[config.mk]
export PLATFORM = sky130hd
export DESIGN_NAME = recip_est_unit
export DESIGN_NICKNAME = d
export VERILOG_FILES = /design/src/rtl/recip_pkg.sv /design/src/rtl/recip_core.sv /design/src/rtl/recip_half_front.sv /design/src/rtl/recip_half_back.sv /design/src/rtl/recip_est_unit.sv
export SDC_FILE = /design/constraint.sdc
export NUM_CORES = 1
export LEC_CHECK = 0
export BUFFER_PORTS_ARGS = -buffer_cell sky130_fd_sc_hd__buf_4
export CAP_MARGIN = 25
export CORE_UTILIZATION = 45
export CTS_BUF_LIST = sky130_fd_sc_hd__clkbuf_8
export DETAILED_ROUTE_END_ITERATION = 16
export HOLD_SLACK_MARGIN = 0.1
export PLACE_DENSITY_LB_ADDON = 0.12
export SLEW_MARGIN = 5
export SYNTH_ARGS = -nofsm -noshare
export SYNTH_HDL_FRONTEND = slang
export SYNTH_SLANG_ARGS = --single-unit
[constraint.sdc]
create_clock -name clk -period 88.5 [get_ports clk]
set_clock_uncertainty 0.15 [all_clocks]
set_input_delay 22.125 -clock clk [delete_from_list [all_inputs] [get_ports clk]]
set_output_delay 22.125 -clock clk [all_outputs]
set_load 0.02 [all_outputs]
[src/rtl/recip_pkg.sv]
package recip_pkg;

  typedef enum logic [1:0] {
    RM_NEAREST = 2'd0,
    RM_UP      = 2'd1,
    RM_DOWN    = 2'd2,
    RM_ZERO    = 2'd3
  } rmode_e;

  typedef enum logic [2:0] {
    K_NAN,
    K_INF,
    K_ZERO,
    K_TINY,
    K_FLUSH,
    K_NORMAL
  } kind_e;

  typedef struct packed {
    logic invalid;
    logic divzero;
    logic overflow;
    logic underflow;
    logic inexact;
    logic idenorm;
  } flags_t;

  function automatic logic goes_to_inf(input rmode_e rm, input logic neg);
    case (rm)
      RM_NEAREST: goes_to_inf = 1'b1;
      RM_UP:      goes_to_inf = !neg;
      RM_DOWN:    goes_to_inf = neg;
      default:    goes_to_inf = 1'b0;
    endcase
  endfunction

endpackage

[src/rtl/recip_core.sv]
module recip_core #(
  parameter int SEED_W = 9
) (
  input  logic [SEED_W-1:0] seed,
  output logic [SEED_W-1:0] est
);
  localparam int NUM_W = 2 * SEED_W + 2;
  localparam logic [NUM_W-1:0] NUMER = NUM_W'(1) << (2 * SEED_W + 1);

  logic [NUM_W-1:0] denom;
  logic [NUM_W-1:0] quot;
  logic [NUM_W-1:0] rounded;
  logic             unused_hi;

  always_comb begin
    denom   = NUM_W'({seed, 1'b1});
    quot    = NUMER / denom;
    rounded = quot + NUM_W'(1);
  end

  assign est       = rounded[SEED_W:1];
  assign unused_hi = ^{rounded[NUM_W-1:SEED_W+1], rounded[0]};
endmodule

[src/rtl/recip_half_front.sv]
module recip_half_front
  import recip_pkg::*;
#(
  parameter int EXP_W  = 5,
  parameter int FRAC_W = 10,
  parameter int SEED_W = 9
) (
  input  logic [EXP_W+FRAC_W:0]    op,
  input  logic                     ftz,
  output kind_e                    kind,
  output logic                     sign,
  output logic                     snan,
  output logic                     squashed,
  output logic signed [EXP_W+1:0]  work_exp,
  output logic [SEED_W-1:0]        seed
);
  localparam int BIAS    = (1 << (EXP_W - 1)) - 1;
  localparam int EXP_OFF = 2 * BIAS - 1;
  localparam logic [FRAC_W-1:0] TINY_LIM = FRAC_W'(1) << (FRAC_W - 2);

  logic [EXP_W-1:0]  e;
  logic [FRAC_W-1:0] f;
  logic [FRAC_W-1:0] f_eff;
  logic [FRAC_W-1:0] nf;
  logic              is_sub;

  always_comb begin
    sign     = op[EXP_W+FRAC_W];
    e        = op[EXP_W+FRAC_W-1:FRAC_W];
    f        = op[FRAC_W-1:0];
    is_sub   = (e == '0) && (f != '0);
    squashed = ftz && is_sub;
    f_eff    = squashed ? '0 : f;
    snan     = !f[FRAC_W-1];

    if (e == '1)
      kind = (f_eff != '0) ? K_NAN : K_INF;
    else if (e == '0 && f_eff == '0)
      kind = K_ZERO;
    else if (e == '0 && f_eff < TINY_LIM)
      kind = K_TINY;
    else if (ftz && 32'(e) >= EXP_OFF)
      kind = K_FLUSH;
    else
      kind = K_NORMAL;

    if (e == '0) begin
      if (!f[FRAC_W-1]) begin
        work_exp = -(EXP_W+2)'(1);
        nf       = f << 2;
      end else begin
        work_exp = '0;
        nf       = f << 1;
      end
    end else begin
      work_exp = (EXP_W+2)'(e);
      nf       = f;
    end
    seed = {1'b1, nf[FRAC_W-1 -: SEED_W-1]};
  end
endmodule

[src/rtl/recip_half_back.sv]
module recip_half_back
  import recip_pkg::*;
#(
  parameter int EXP_W  = 5,
  parameter int FRAC_W = 10,
  parameter int SEED_W = 9
) (
  input  kind_e                    kind,
  input  logic                     sign,
  input  logic                     snan,
  input  logic                     squashed,
  input  logic signed [EXP_W+1:0]  work_exp,
  input  logic [FRAC_W-1:0]        in_frac,
  input  logic [SEED_W-1:0]        est,
  input  logic                     dnan,
  input  rmode_e                   rmode,
  output logic [EXP_W+FRAC_W:0]    res,
  output flags_t                   flags
);
  localparam int BIAS    = (1 << (EXP_W - 1)) - 1;
  localparam int EXP_OFF = 2 * BIAS - 1;
  localparam int WIDE_W  = FRAC_W + SEED_W + 1;
  localparam int HW      = EXP_W + FRAC_W + 1;

  localparam logic [HW-1:0] QNAN_DEF = {1'b0, {EXP_W{1'b1}}, 1'b1, {(FRAC_W-1){1'b0}}};
  localparam logic [HW-2:0] INF_MAG  = {{EXP_W{1'b1}}, {FRAC_W{1'b0}}};
  localparam logic [HW-2:0] MAX_MAG  = {{(EXP_W-1){1'b1}}, 1'b0, {FRAC_W{1'b1}}};

  logic signed [EXP_W+1:0] res_exp;
  logic [WIDE_W-1:0]       wide;
  logic [EXP_W-1:0]        exp_field;
  logic [SEED_W-2:0]       est_lo;
  logic                    unused_top;

  assign est_lo     = est[SEED_W-2:0];
  assign unused_top = est[SEED_W-1];

  always_comb begin
    res_exp = (EXP_W+2)'(EXP_OFF) - work_exp;
    if (res_exp == '0) begin
      wide      = {1'b1, est_lo, {(FRAC_W+1){1'b0}}};
      exp_field = '0;
    end else if (res_exp == -(EXP_W+2)'(1)) begin
      wide      = {2'b01, est_lo, {FRAC_W{1'b0}}};
      exp_field = '0;
    end else begin
      wide      = {est_lo, {(FRAC_W+2){1'b0}}};
      exp_field = res_exp[EXP_W-1:0];
    end
  end

  always_comb begin
    flags = '0;
    flags.idenorm = squashed;
    res = {sign, exp_field, wide[WIDE_W-1 -: FRAC_W]};
    case (kind)
      K_NAN: begin
        flags.invalid = snan;
        res = dnan ? QNAN_DEF
                   : {sign, {EXP_W{1'b1}}, 1'b1, in_frac[FRAC_W-2:0]};
      end
      K_INF:  res = {sign, {(HW-1){1'b0}}};
      K_ZERO: begin
        flags.divzero = 1'b1;
        res = {sign, INF_MAG};
      end
      K_TINY: begin
        flags.overflow = 1'b1;
        flags.inexact  = 1'b1;
        res = goes_to_inf(rmode, sign) ? {sign, INF_MAG} : {sign, MAX_MAG};
      end
      K_FLUSH: begin
        flags.underflow = 1'b1;
        res = {sign, {(HW-1){1'b0}}};
      end
      default: ;
    endcase
  end
endmodule

[src/rtl/recip_est_unit.sv]
module recip_est_unit
  import recip_pkg::*;
#(
  parameter int INT_W  = 32,
  parameter int EXP_W  = 5,
  parameter int FRAC_W = 10,
  parameter int SEED_W = 9
) (
  input  logic             clk,
  input  logic             rst,
  input  logic             in_valid,
  output logic             in_ready,
  input  logic             in_mode,
  input  logic [INT_W-1:0] in_operand,
  input  logic             in_ftz,
  input  logic             in_dnan,
  input  logic [1:0]       in_rmode,
  output logic             out_valid,
  output logic [INT_W-1:0] out_result,
  output logic [5:0]       out_flags
);
  localparam int HW = EXP_W + FRAC_W + 1;

  kind_e                   kind;
  logic                    h_sign, h_snan, h_squash;
  logic signed [EXP_W+1:0] h_exp;
  logic [SEED_W-1:0]       h_seed, seed, est;
  logic [HW-1:0]           h_res;
  flags_t                  h_flags;
  logic [INT_W-1:0]        nxt_result;
  flags_t                  nxt_flags;
  logic                    accept;
  logic                    ready_q;
  logic                    unused_op;

  assign unused_op = ^in_operand[INT_W-SEED_W-1:0];

  recip_half_front #(.EXP_W(EXP_W), .FRAC_W(FRAC_W), .SEED_W(SEED_W)) u_front (
    .op       (in_operand[HW-1:0]),
    .ftz      (in_ftz),
    .kind     (kind),
    .sign     (h_sign),
    .snan     (h_snan),
    .squashed (h_squash),
    .work_exp (h_exp),
    .seed     (h_seed)
  );

  assign seed = in_mode ? in_operand[INT_W-1 -: SEED_W] : h_seed;

  recip_core #(.SEED_W(SEED_W)) u_core (
    .seed (seed),
    .est  (est)
  );

  recip_half_back #(.EXP_W(EXP_W), .FRAC_W(FRAC_W), .SEED_W(SEED_W)) u_back (
    .kind     (kind),
    .sign     (h_sign),
    .snan     (h_snan),
    .squashed (h_squash),
    .work_exp (h_exp),
    .in_frac  (in_operand[FRAC_W-1:0]),
    .est      (est),
    .dnan     (in_dnan),
    .rmode    (rmode_e'(in_rmode)),
    .res      (h_res),
    .flags    (h_flags)
  );

  always_comb begin
    if (in_mode) begin
      nxt_flags  = '0;
      nxt_result = in_operand[INT_W-1] ? {est, {(INT_W-SEED_W){1'b0}}} : '1;
    end else begin
      nxt_flags  = h_flags;
      nxt_result = {{(INT_W-HW){1'b0}}, h_res};
    end
  end

  assign in_ready = ready_q;
  assign accept   = in_valid && ready_q;

  always_ff @(posedge clk) begin
    if (rst) begin
      ready_q    <= 1'b0;
      out_valid  <= 1'b0;
      out_result <= '0;
      out_flags  <= '0;
    end else begin
      ready_q   <= 1'b1;
      out_valid <= accept;
      if (accept) begin
        out_result <= nxt_result;
        out_flags  <= nxt_flags;
      end
    end
  end
endmodule

==> metrics.yaml <==
setup_violations: 0
hold_viol_final: 0
dieHeight_um: 158
synth_flop_cell: "dfxtp_1"
synth_cells: 1533
synth_edf_count: 0
synth_seq_cells: 33
die_w_um: 158
cp_common_cell: "a21oi_1"
num-fill-cells: 2422
path_class: "input pin to register"
synthesis.area_um2: 11000
vias: 11500
min_period_ns: 69.69
io_buffers: 72
syn_to_final_growth_pct: 7.90
clockBufferDepth: 2
maxCapViolCount: 0
ant_nets: 0
drc: 0
arrival_ns: 69.71
setup_tns_ns: 0
outcome: "complete, no violations"
max_stage_delay_ns: 0.66
seq_area_frac_synth: 0.0601
rows: 56
critPathMaxFanout: 33
place_congestion: 0.909
overflow: 0
antennaDiodeCount: 0
worst_slack_ns: 18.81
seq_area_um2: 661
slew_headroom: 0.397
dp_hpwl_um: 26200
routed_wl_um: 32600
grt_usage: 0.258
post_drt_wl_per_cell_um: 17.3
die-area_um2: 25100
multi_input_area_um2: 9790
ys_async_sr_fraction: 0
nets: 1761
start_util: 0.464
clkTransAtPathRegs_ns: 0.07
grt_max_degree: 36
period_share: 0.788
yosysWarnings: 0
layout-drive-gt1-share: 0.117
start_kind: "input pin"
htree_levels: 2
grt_pass1_wl_um: 52900
drtIter0Drc: 743
cts_buffers: 5
antenna_found_initial: 0
postCtsSetupBuffers: 0
required_ns: 88.52
min_path_type: "register to register"
ys_types: 101
coreArea_um2: 23700
worstSkewPairLatency_ns: 0.28
clock-sinks: 33
dp_slack_ns: 19.11
final_util: 0.501
first_pass_iters: 6
cts_tree: "yes"
tightest_slew_ns: 0.898
finalMaxSlewViolations: 0
crit_path_end_kind: "register"
clock-root-buffer: "clkbuf_8"
ioPinCount: 80
syn_avg_cell_area_um2: 7.17
rsz0062_at_grt: "false"
fmax_mhz: 14.3
cts.repair.resized: 0
ctsHoldBuffers: 0
cpMaxStageDelayCell: "o41ai_1"
syn_nets: 1725
grt_pass1_vias: 10600
avgViaCountPerCell: 6.08
## cell type report
cell class / count / share of cell area
multi-input cells: 1366 / 0.825
flip-flops and latches: 33 / 0.0557
repair buffers: 84 / 0.0532
well taps: 319 / 0.0336
inverters: 79 / 0.0250
clock buffers: 5 / 0.00580
clock inverters: 3 / 0.00148
## placed cells by master, fill, tap and decap left out, drive strengths merged, types with 29 or more instances in the layout
cell      n
a21oi   170
dfxtp    33
a21o     53
buf      84
nor3     32
inv      75
nand3    43
o21ai    80
nor2    143
o21bai   34
nand2   148
xnor2    77
a211oi   33
ha      136
mux2     29
## synthesized netlist by cell type (9+ instances only)
cell        n  area, um2
xor2_1     20        175
nor2b_1    10       62.6
mux2_2     28        315
nor2_1    139        522
o21ai_0    75        375
dfxtp_1    33        661
a21oi_1   169        846
mux2i_1    26        260
nand4_1    16        100
a21o_1     53        398
inv_1      71        267
nand3_1    43        215
or2_2       9       56.3
fa_1       16        320
nand2b_1   13       81.3
nand2_1   148        556
o21a_1     17        128
nor3_1     30        150
a31oi_1    12       75.1
buf_4       9       67.6
xnor2_1    77        674
a211oi_1   27        203
ha_1      136       1700
or3_1      17        106
and3_1     20        125
clkbuf_1   33        124
and2_1     11       68.8
o211ai_1   21        158
nor4_1      9       56.3
o21bai_1   34        255
a211o_1    18        158
a221oi_1    9       78.8
## sequential cells by signal (all words and copies together) (netlist names)
name / flops
out_valid: 1
out_result: 26
out_flags: 5
in_ready: 1
## logic make-up after synthesis
| family | share of synthesized area |
|---|---|
| AO/OA/AOI/OAI | 0.339 |
| AND/OR/NAND/NOR | 0.233 |
| adder cells (fa/ha/maj) | 0.184 |
| buffers and inverters | 0.0512 |
| XOR/XNOR | 0.0788 |
| multiplexers | 0.0537 |
| flip-flops | 0.0601 |
## worst max-delay path: cells and delay by family
family / cells / cell delay (ns)
adder cells (fa/ha/maj): 20 / 6.29
AND/OR/NAND/NOR: 49 / 12.10
buffers and inverters: 17 / 3.90
XOR/XNOR: 1 / 0.32
AO/OA/AOI/OAI: 103 / 24.08
multiplexers: 2 / 0.74
## routing by layer
layer | up-vias | wire length, um | track usage
met5 | - | 0 | 0
met4 | 0 | 363 | 0.0339
met3 | 28 | 1380 | 0.0109
met2 | 299 | 14600 | 0.438
met1 | 5353 | 16300 | 0.368
li1 | 5803 | - | -
## stage by stage
step / instance area [um2] / std cells / hold slack [ns]
global placement: 11800 / 1881 / 0.292
detailed placement: 11800 / 1881 / 0.296
CTS: 11900 / 1889 / 0.306
floorplan: 11000 / 1533 / 0.366
finish: 11900 / 1889 / 0.303
global route: 11900 / 1889 / 0.323
## worst paths after layout
| path | start | endpoint | slack, ns | cells after the start |
|---|---|---|---|---|
| worst max-delay path | in_mode | out_result[7] | 18.81 | 192 |
| worst min-delay path | out_result[23] | out_result[23] | 0.30 | 2 |
| worst max register to register | in_ready | out_result[6] | 86.36 | 7 |
| worst min register to register | out_result[23] | out_result[23] | 0.30 | 2 |
Power is not shown: default switching activity piles up to over one toggle a cycle in this logic, so the estimate is an artifact.
